### src/rtl/edge_step_counter_pkg.sv
package edge_step_counter_pkg;

  // Synchronized control levels, one bit each
  typedef struct packed {
    logic rise;
    logic fall;
    logic zero;
  } ctl_t;

  localparam int CTL_W = $bits(ctl_t);

endpackage

### src/rtl/esc_sync.sv
module esc_sync #(
  parameter int WIDTH  = 3,
  parameter int STAGES = 2
) (
  input  logic             clk,
  input  logic             rst_n,
  input  logic [WIDTH-1:0] async_i,
  output logic [WIDTH-1:0] sync_o
);

  genvar gi;
  generate
    for (gi = 0; gi < WIDTH; gi++) begin : g_bit
      logic [STAGES-1:0] chain_q;
      always_ff @(posedge clk or negedge rst_n) begin
        if (!rst_n) chain_q <= '0;
        else        chain_q <= {chain_q[STAGES-2:0], async_i[gi]};
      end
      assign sync_o[gi] = chain_q[STAGES-1];
    end
  endgenerate

endmodule

### src/rtl/esc_event.sv
module esc_event (
  input  logic clk,
  input  logic rst_n,
  input  logic rise_lvl_i,
  input  logic fall_lvl_i,
  output logic step_o
);

  logic rise_q, fall_q;
  logic rise_hit, fall_hit;

  always_ff @(posedge clk or negedge rst_n) begin
    if (!rst_n) begin
      rise_q <= 1'b0;
      fall_q <= 1'b0;
    end else begin
      rise_q <= rise_lvl_i;
      fall_q <= fall_lvl_i;
    end
  end

  // Gate each edge with the other input's level before this cycle, so
  // simultaneous qualifying motion on both inputs still yields a step.
  assign rise_hit = rise_lvl_i & ~rise_q & fall_q;
  assign fall_hit = ~fall_lvl_i & fall_q & ~rise_q;
  assign step_o   = rise_hit | fall_hit;

  AST_NO_BACK_TO_BACK: assert property (@(posedge clk) disable iff (!rst_n)
    step_o |=> !step_o);

endmodule

### src/rtl/esc_core.sv
module esc_core #(
  parameter int MODULUS = 16,
  localparam int CNT_W  = $clog2(MODULUS)
) (
  input  logic             clk,
  input  logic             rst_n,
  input  logic             step_i,
  input  logic             zero_lvl_i,
  output logic [CNT_W-1:0] count_o
);

  localparam logic [CNT_W-1:0] LAST = CNT_W'(MODULUS - 1);

  logic [CNT_W-1:0] cnt_q, cnt_nxt;
  logic             zero_q;
  logic             hold_zero;

  // Any value at or past the last state returns to zero
  assign cnt_nxt   = (cnt_q >= LAST) ? '0 : cnt_q + CNT_W'(1);
  assign hold_zero = zero_lvl_i | zero_q;

  always_ff @(posedge clk or negedge rst_n) begin
    if (!rst_n) begin
      cnt_q  <= '0;
      zero_q <= 1'b0;
    end else begin
      zero_q <= zero_lvl_i;
      if (hold_zero)   cnt_q <= '0;
      else if (step_i) cnt_q <= cnt_nxt;
    end
  end

  assign count_o = cnt_q;

  AST_STEP_MOVES: assert property (@(posedge clk) disable iff (!rst_n)
    (step_i && !hold_zero) |=> (cnt_q != $past(cnt_q)));
  AST_IDLE_HOLDS: assert property (@(posedge clk) disable iff (!rst_n)
    (!step_i && !hold_zero) |=> $stable(cnt_q));
  AST_CLEAR_ZERO: assert property (@(posedge clk) disable iff (!rst_n)
    zero_lvl_i |=> (cnt_q == '0));
  AST_RELEASE_MASK: assert property (@(posedge clk) disable iff (!rst_n)
    (zero_q && !zero_lvl_i) |=> (cnt_q == '0));
  AST_IN_RANGE: assert property (@(posedge clk) disable iff (!rst_n)
    cnt_q <= LAST);

endmodule

### src/rtl/edge_step_counter.sv
module edge_step_counter
  import edge_step_counter_pkg::*;
#(
  parameter int MODULUS     = 16,
  parameter int SYNC_STAGES = 2,
  localparam int CNT_W      = $clog2(MODULUS)
) (
  input  logic             clk,
  input  logic             rst_n,
  input  logic             adv_rise_i,
  input  logic             adv_fall_i,
  input  logic             zero_i,
  output logic [CNT_W-1:0] count_o
);

  ctl_t ctl_raw, ctl_syn;
  logic step;

  assign ctl_raw = '{rise: adv_rise_i, fall: adv_fall_i, zero: zero_i};

  esc_sync #(.WIDTH(CTL_W), .STAGES(SYNC_STAGES)) u_sync (
    .clk     (clk),
    .rst_n   (rst_n),
    .async_i (ctl_raw),
    .sync_o  (ctl_syn)
  );

  esc_event u_event (
    .clk        (clk),
    .rst_n      (rst_n),
    .rise_lvl_i (ctl_syn.rise),
    .fall_lvl_i (ctl_syn.fall),
    .step_o     (step)
  );

  esc_core #(.MODULUS(MODULUS)) u_core (
    .clk        (clk),
    .rst_n      (rst_n),
    .step_i     (step),
    .zero_lvl_i (ctl_syn.zero),
    .count_o    (count_o)
  );

endmodule

### config.mk
export PLATFORM = sky130hd
export DESIGN_NAME = edge_step_counter
export DESIGN_NICKNAME = d
export VERILOG_FILES = /design/src/rtl/edge_step_counter_pkg.sv /design/src/rtl/esc_sync.sv /design/src/rtl/esc_event.sv /design/src/rtl/esc_core.sv /design/src/rtl/edge_step_counter.sv
export SDC_FILE = /design/constraint.sdc
export NUM_CORES = 1
export LEC_CHECK = 0
export ABC_AREA = 1
export BUFFER_PORTS_ARGS = -buffer_cell sky130_fd_sc_hd__buf_2
export CORE_AREA = 2 2 39 41
export DETAILED_ROUTE_END_ITERATION = 16
export DIE_AREA = 0 0 41 43
export MAX_ROUTING_LAYER = met4
export PLACE_DENSITY = 0.61
export SLEW_MARGIN = 10
export SYNTH_ARGS = -nofsm -noshare
export SYNTH_HDL_FRONTEND = slang
export SYNTH_SLANG_ARGS = --single-unit
### constraint.sdc
create_clock -name clk -period 2 [get_ports clk]
set_clock_uncertainty 0.15 [all_clocks]
set_input_delay 0.3 -clock clk [delete_from_list [all_inputs] [get_ports clk]]
set_output_delay 0.3 -clock clk [all_outputs]
set_load 0.02 [all_outputs]
## Word-level counts from Yosys, hierarchy flattened

Cells that the tools add are included.

| word-level totals | value |
|---|---|
| register bits after elaboration | 13 |
| word-level logic and storage cells | 21 |

| cells by class | value |
|---|---|
| $add $sub $neg | 1 |
| $lt $le $gt $ge | 1 |
| muxes and demuxes | 3 |
| bitwise operators | 8 |
| reductions and logical operators | 1 |

Operator list:

| cell | count |
|---|---|
| $mux W4 | 3 |
| $add A4 B1 Y4 const B | 1 |
| $and A1 B1 Y1 | 4 |
| $ge A4 B4 Y1 const B | 1 |
| $not A1 Y1 | 2 |
| $or A1 B1 Y1 | 2 |
| $reduce_bool A2 Y1 | 1 |

## Longest topological paths before layout

Gate-level depths: netlist of run 1.

| depth | value |
|---|---|
| depth in word-level cells | 6 |
| depth in mapped cells | 6 |
| mapped depth without buffers | 6 |

## Modules after synthesis

A second synthesis of run 1 with hierarchy kept.

| second synthesis, totals | value |
|---|---|
| cells, all modules | 43 |
| area total of the unflattened synthesis | 488.0 µm² |

By module, submodules not included:

| module | instances | cells each | area an instance (µm²) | seq. area each (µm²) |
|---|---|---|---|---|
| esc_core | 1 | 27 | 246.5 | 125.1 |
| esc_sync | 1 | 9 | 172.7 | 150.1 |
| esc_event | 1 | 7 | 68.8 | 50.0 |

## Worst setup path after synthesis of run 1

Ideal clock, no wire load.

| path | value |
|---|---|
| path type | flip-flop to flip-flop |
| start point | register u_core.cnt_q[0], in the netlist u_core.count_o[0] |
| end point | register u_core.cnt_q[2], in the netlist u_core.count_o[2] |
| setup time | 0.118 ns |
| arrival | 1.016 ns |
| data required time | 1.732 ns |
| path slack | 0.716 ns |
| stages on the path, launching flop included | 5 |
| path buffers | 0 |
| cells stage by stage | dfrtp_1 ha_1 xor2_1 nand3b_1 nand2_1 |

| on the way | value |
|---|---|
| longest elaborated chain between the ends | 4 |

RTL lines:

| item | line | text |
|---|---|---|
| from (decl) | esc_core.sv:14 | `logic [CNT_W-1:0] cnt_q, cnt_nxt;` |
| from (signal assigned) | esc_core.sv:29 | `else if (step_i) cnt_q <= cnt_nxt;` |
| $add A4 B1 Y4 or $ge A4 B4 Y1 (tied branches) | esc_core.sv:19 | `assign cnt_nxt = (cnt_q >= LAST) ? '0 : cnt_q + CNT_W'(1);` |
| $mux W4 (*) | esc_core.sv:19 |  |
| $mux W4 (*) | esc_core.sv:29 |  |
| $mux W4 (*) | esc_core.sv:28 | `if (hold_zero) cnt_q <= '0;` |

Every way passes the cells marked *; elsewhere a longest branch is shown, timed or not. The select of a mux whose other input is x is not followed.
A chain may end at the register's enable or synchronous reset.

## Final worst setup path of run 1

| path | value |
|---|---|
| start point | register u_core.cnt_q[2], in the netlist u_core.count_o[2] |
| end point | output count_o[2] |

RTL lines:

| item | line | text |
|---|---|---|
| to (decl) | edge_step_counter.sv:13 | `output logic [CNT_W-1:0] count_o` |

No word-level cell between the ends.

==> flow_summary_export.csv, run 1 <==
group,metric,value,unit
cells_and_area,core_utilization_of_the_finished_layout,44.57,%
sta,max_freq,735.3,MHz
worst_setup_path,critPathArrivalTime,910,ps
yosys,synth_cell_types,12,
cells_and_area,multi_input_area,142.6,um^2
die,fp.coreArea,1384,um^2
cells_and_area,finalNetCount,67,
worst_setup_path,cp_cell_sequence,"buf_2",
worst_setup_path,crit_path_end_kind,"output port",
cts,clock_sink_count,13,
cts,clockRootBuffer,"sky130_fd_sc_hd__clkbuf_4",
sta,setup-tns-final,0,ps
yosys,post-synth-top-count-cell,"sky130_fd_sc_hd__dfrtp_1",
yosys,synth.ff_latch_count,13,
routing,final_routed_drc_violation_total,0,
yosys,synth_area,490.5,um^2
power,max-vdd-ir-drop,369.3,uV
yosys,ys_seq_area_share,66.33,%
cts,clock_latency,270,ps
yosys,post_synth.cell_area_avg,11.15,um^2
yosys,synthesis.nets,50,
sta,final.setup.worst_slack,640.0,ps
sta,final-max-slew-violation-count,0,
routing,wire_per_inst,8.974,um
yosys,synth.top_cells.by_area,"sky130_fd_sc_hd__dfrtp_1 (66%), sky130_fd_sc_hd__nand2_1 (7.7%), sky130_fd_sc_hd__nand3_1 (5.1%)",
worst_setup_path,critPathMaxStageDelay,440,ps
run_status,run_status,"complete, no violations",
sta,post-route-min-period,1360,ps
die,rows,14,
placed_design,dp_worst_setup_slack,771.3,ps
cells_and_area,syn2layout_area_growth,25.77,%
sta,finalHoldViolCount,0,
cts,cts_resized,0,
worst_setup_path,worst_path_dominant_cell_family,"flip-flops",
die,chipWidth,41,um
worst_setup_path,cp_slowest_cell,"sky130_fd_sc_hd__dfrtp_1",
sta,grt_setup_unrepaired,"no",
die,vertical_die_dimension,43,um
die,number_of_top_level_pins,9,
yosys,synth_top_cell_area_share,66.33,%
routing,vias,335,
worst_setup_path,critical_path_buffer_and_inverter_count,1,
sta,max_slew.worst_pin.slew,290.7,ps
power,power.static_leakage,0.3235,nW
cts,cts_tree,"done",
yosys,yosys-top-cells-count,"sky130_fd_sc_hd__dfrtp_1 (13), sky130_fd_sc_hd__nand2_1 (10), sky130_fd_sc_hd__inv_1 (6)",
cells_and_area,insertedDiodeCount,0,
cts,h-tree-depth,1,
min_path,holdCritPathClass,"register to register",
sta,setup_violating_endpoint_count_in_the_final_report,0,
yosys,post_synth_inst_count,44,
placed_design,place.port_buffers,8,
cts,cts_made_buffers,3,
routing,detail-route-antenna-nets,0,
sta,post-route-period-util,68.00,%
yosys,synth-edff-count,0,
cts,clk_transition_reported_paths,70,ps
cells_and_area,drive_above_1_share,23.33,%
worst_setup_path,worstSetupStartpointType,"register",
global_routing,track_usage,10.80,%
routing,routed_wirelength,682,um
global_routing,first_global_vias,301,
worst_setup_path,critPathRequiredTime,1550,ps
placed_design,place.gp.congestion,0.6417,
routing,first_iter_violations,0,
global_routing,grt_first_pass_wirelength,1131,um
cells_and_area,fillers,137,
yosys,ys_dominant_reg_cell,"sky130_fd_sc_hd__dfrtp_1",
routing,drt-vias-per-instance,4.408,
worst_setup_path,worst-setup-path-type,"register to output port",
flow_run,maxCapViolations,0,
yosys,yosys_warnings,0,
routing,drtPass1Iterations,1,
cts,clockBufferDepth,2,
yosys,synth_async_sr_flop_share,100.0,%
die,die_area,1763,um^2
global_routing,grt_remaining_overflow,0,
global_routing,grt_max_degree,14,
placed_design,dp_hpwl,471.5,um
die,initial_core_util,35.44,%
sta,hold_ws,200.4,ps
sta,worst_slew_margin_rel,80.62,%
cells_and_area,seq_area,325.3,um^2
worst_setup_path,path_max_fanout,6,
yosys,synth_area_leader_cell,"sky130_fd_sc_hd__dfrtp_1",
global_routing,grt_antenna_before_repair,0,
power,power_density,745.1,nW/um^2
-- power by group --
part           internal (W)  total (W)  switching [W]
clock             0.0000772   0.000156      0.0000785
combinational     0.0000120  0.0000260      0.0000140
sequential         0.000272   0.000278     0.00000535
total              0.000362   0.000460      0.0000979
-- cells in the final DEF, fill, tap and decap left out --
master and count:
sky130_fd_sc_hd__dfrtp_1 13, sky130_fd_sc_hd__nand2_1 10, sky130_fd_sc_hd__buf_2 8, sky130_fd_sc_hd__inv_1 6
sky130_fd_sc_hd__nand3_1 5, sky130_fd_sc_hd__dlygate4sd3_1 4, sky130_fd_sc_hd__clkbuf_4 3, sky130_fd_sc_hd__nor2_4 2
sky130_fd_sc_hd__nor2_1 2, sky130_fd_sc_hd__xor2_1 1, sky130_fd_sc_hd__nand3b_1 1, sky130_fd_sc_hd__nand3_2 1
sky130_fd_sc_hd__nand4_1 1, sky130_fd_sc_hd__o21ai_0 1, sky130_fd_sc_hd__ha_1 1, sky130_fd_sc_hd__clkbuf_1 1
-- through the flow --
stage / cells / total power [W] / area [um^2]
after floorplan: 44 / 0.0002924 / 490.5
after global placement: 68 / 0.0003037 / 550.5
after detailed placement: 68 / 0.0003040 / 550.5
after CTS: 76 / 0.0004691 / 616.8
after global routing: 76 / 0.0004904 / 616.8
final: 76 / 0.0004596 / 616.8
-- cells by family (layout without fill, tap and decap cells) --
kind of cell / Yosys count / in the layout / share of synthesized area [%]
and+or+nand+nor: 22 / 22 / 23.73
adders and majority gates: 1 / 1 / 2.551
AOI/OAI and AO/OA: 1 / 1 / 1.019
buffers and inverters: 6 / 22 / 4.592
DFF: 13 / 13 / 66.33
xor gates and xnor gates: 1 / 1 / 1.786
-- registers in the layout, indices dropped and copies added (netlist names) --
register / cells
u_event.fall_q: 1
u_sync.g_bit.chain_q: 6
u_event.rise_q: 1
u_core.zero_q: 1
u_core.count_o: 4
-- final cells by class --
class	instances	area share (%)
Timing Repair Buffer	12	12.98
Sequential cell	13	52.74
Clock buffer	4	4.260
Inverter	6	3.651
Tap cell	16	3.245
Multi-Input combinational cell	25	23.12
-- path summary, 6_finish.rpt --
| check | cells past startpoint | slack (ps) | end | from |
|---|---|---|---|---|
| max reg2reg | 6 | 760 | u_core.count_o[0]$_DFFE_PN0P_ | u_core.count_o[0]$_DFFE_PN0P_ |
| min reg2reg | 0 | 200 | u_sync.g_bit[0].chain_q[1]$_DFF_PN0_ | u_sync.g_bit[0].chain_q[0]$_DFF_PN0_ |
| min in group asynchronous | 2 | 290 | u_core.count_o[1]$_DFFE_PN0P_ | rst_n |
| min | 0 | 200 | u_sync.g_bit[0].chain_q[1]$_DFF_PN0_ | u_sync.g_bit[0].chain_q[0]$_DFF_PN0_ |
| max | 1 | 640 | count_o[2] | u_core.count_o[2]$_DFFE_PN0P_ |
| max in group asynchronous | 2 | 1180 | u_sync.g_bit[2].chain_q[1]$_DFF_PN0_ | rst_n |
-- what timing repair did --
| action | 4_1_cts | 5_1_grt |
|---|---|---|
| hold buffers | 4 | 0 |
| setup buffers | 0 | 0 |
| endpoints found under the hold margin | 16 | 0 |
-- per-layer routing --
metal | wire length (um) | track usage (%) | up-vias
met3 | 48 | 4.712 | 4
met5 | 0 | - | -
met1 | 339 | 12.29 | 148
met4 | 27 | 10.00 | 0
li1 | - | - | 171
met2 | 267 | 13.44 | 12
Power figures use the tool's default switching activity.
==> run 2: changes to the inputs <==
PLACE_DENSITY = 0.63   (was 0.61)
clock period = 1.1 ns   (was 2 ns; I/O delays follow)
==> flow_summary_export.csv, run 2 (synthesis results as in run 1) <==
group,metric,value,unit
run_status,run_status,"complete, but fails checks",
run_status,failed_checks,"negative setup slack",
cts,cts_tree,"done",
cells_and_area,fillers,127,
routing,first_iter_violations,0,
die,fp.coreArea,1384,um^2
global_routing,grt_remaining_overflow,0,
worst_setup_path,ff2ff_setup_slack,-120,ps
sta,finalHoldViolCount,0,
sta,setup_violating_endpoint_count_in_the_final_report,8,
cells_and_area,layout_cell_area_excl_fill,743.2,um^2
routing,detail-route-antenna-nets,0,
sta,final-max-slew-violation-count,0,
sta,max_slew.worst_pin.slew,275.5,ps
worst_setup_path,path_max_fanout,2,
die,initial_core_util,35.44,%
worst_setup_path,most_frequent_cell_on_the_critical_path,"sky130_fd_sc_hd__buf_6",
die,die_area,1763,um^2
worst_setup_path,worst_r2r_path_depth,7,
power,power.static_leakage,0.3690,nW
sta,hold_ws,154.7,ps
sta,grt_setup_unrepaired,"yes",
cts,clk_transition_reported_paths,80,ps
routing,wire_per_inst,9.388,um
routing,dr_wl_met3,29,um
routing,final_routed_drc_violation_total,0,
die,number_of_top_level_pins,9,
sta,worst_slew_margin_rel,81.63,%
global_routing,grt_first_pass_wirelength,1324,um
cells_and_area,finalNetCount,76,
cells_and_area,largest_reg_flops,6,
power,max-vdd-ir-drop,529.4,uV
die,rows,14,
worst_setup_path,worst_path_dominant_cell_family,"flip-flops",
worst_setup_path,critPathRequiredTime,780,ps
cells_and_area,syn2layout_area_growth,51.53,%
die,vertical_die_dimension,43,um
routing,drt-vias-per-instance,4.471,
min_path,holdCritPathClass,"input port to async pin",
cells_and_area,regMostFlops,"u_sync.g_bit.chain_q",
cells_and_area,drive_above_1_share,42.03,%
placed_design,detailed_place.area,588.1,um^2
worst_setup_path,worstSetupStartpointType,"register",
worst_setup_path,worst-setup-path-type,"register to output port",
worst_setup_path,crit_path_end_kind,"output port",
cts,clockBufferDepth,2,
sta,post-route-min-period,1236,ps
global_routing,grt_antenna_before_repair,0,
worst_setup_path,r2r-end,"u_core.count_o[3]$_DFFE_PN0P_",
routing,m1WireLength,314,um
worst_setup_path,critPathMaxStageDelay,420,ps
sta,post-route-period-util,112.4,%
routing,routed_wirelength,798,um
sta,max_freq,808.8,MHz
cts,cts_made_buffers,3,
cells_and_area,most-common-layout-cells,"sky130_fd_sc_hd__dfrtp_1 (10), sky130_fd_sc_hd__nand2_1 (9), sky130_fd_sc_hd__buf_6 (8)",
die,chipWidth,41,um
cells_and_area,insertedDiodeCount,0,
global_routing,first_global_vias,365,
global_routing,grt_max_degree,14,
routing,drtPass1Iterations,1,
routing,vias,380,
worst_setup_path,critPathArrivalTime,920,ps
sta,final.setup.worst_slack,-136.4,ps
placed_design,place.gp.congestion,0.7025,
power,power_density,1141,nW/um^2
cts,clock_latency,270,ps
routing,wl_met2,455,um
routing,topmost_layer_with_routed_signal_wires,"met3",
global_routing,track_usage,12.63,%
flow_run,maxCapViolations,0,
cts,clock_sink_count,13,
sta,setup-tns-final,-676.2,ps
cts,h-tree-depth,1,
cells_and_area,core_utilization_of_the_finished_layout,53.71,%
placed_design,place.port_buffers,8,
worst_setup_path,cp_slowest_cell,"sky130_fd_sc_hd__dfrtp_2",
cts,clockRootBuffer,"sky130_fd_sc_hd__clkbuf_4",
worst_setup_path,r2r_start,"u_core.count_o[1]$_DFFE_PN0P_",
worst_setup_path,critical_path_buffer_and_inverter_count,2,
cells_and_area,layout.cells.most_common,"sky130_fd_sc_hd__dfrtp_1",
placed_design,dp_worst_setup_slack,-38.89,ps
worst_setup_path,cp_cell_sequence,"buf_6 > buf_6",
-- run 2: changes by cell type in the layout (fill, tap and decap cells not counted), sizes merged --
cell | previous run | this run
buf | 8 | 17
-- run 2: how the worst max path moves through the flow --
stage / depth (start not counted) / slack (ps) / from / endpoint
global placement: 4 / -40 / u_core.count_o[1]$_DFFE_PN0P_ / u_core.count_o[2]$_DFFE_PN0P_
detailed placement: 4 / -40 / u_core.count_o[1]$_DFFE_PN0P_ / u_core.count_o[2]$_DFFE_PN0P_
global route: 2 / -180 / u_core.count_o[1]$_DFFE_PN0P_ / count_o[1]
CTS: 2 / -150 / u_core.count_o[1]$_DFFE_PN0P_ / count_o[1]
finish: 2 / -140 / u_core.count_o[1]$_DFFE_PN0P_ / count_o[1]
floorplan: 4 / -90 / u_core.count_o[0]$_DFFE_PN0P_ / u_core.count_o[2]$_DFFE_PN0P_
-- run 2: repair_timing --
action,4_1_cts,5_1_grt
setup buffers,6,0
gates resized for setup,14,1
hold buffers,4,0
hold endpoints to repair,16,0
endpoints found under the setup margin,7,8
pin swaps,6,3
-- run 2: area by class of cell --
| class | instances | area, um^2 | share of cell area (%) |
|---|---|---|---|
| inverter | 6 | 22.52 | 3.030 |
| multi-input combinational | 25 | 157.7 | 21.21 |
| sequential | 13 | 329.1 | 44.28 |
| timing repair buffer | 21 | 187.7 | 25.25 |
| tap | 16 | 20.02 | 2.694 |
| clock buffer | 4 | 26.28 | 3.535 |
-- run 2: power breakdown --
part / leakage [nW] / switching [W] / internal, W
logic: 0.198 / 0.0000294 / 0.0000326
registers: 0.156 / 0.00000960 / 0.000496
clock network: 0.0150 / 0.000140 / 0.000140
-- run 2: worst register-to-register path, delay by kind of cell (launching register included) --
kind / cells / cell delay (ps)
DFF: 1 / 420
and+or+nand+nor: 5 / 310
adders and majority gates: 1 / 150
buffers and inverters: 1 / 130
-- run 2: metrics by stage --
step | total power [W] | std cells
after floorplan | 0.0005329 | 44
after global placement | 0.0005575 | 71
after detailed placement | 0.0005596 | 71
after CTS | 0.0008682 | 85
after global routing | 0.0009024 | 85
final | 0.0008480 | 85
-- run 2: metal layers --
metal	track usage, %	up-vias
li1	-	188
met1	9.689	183
met2	21.25	9
met3	4.712	0
met4	10.00	0
met5	-	-
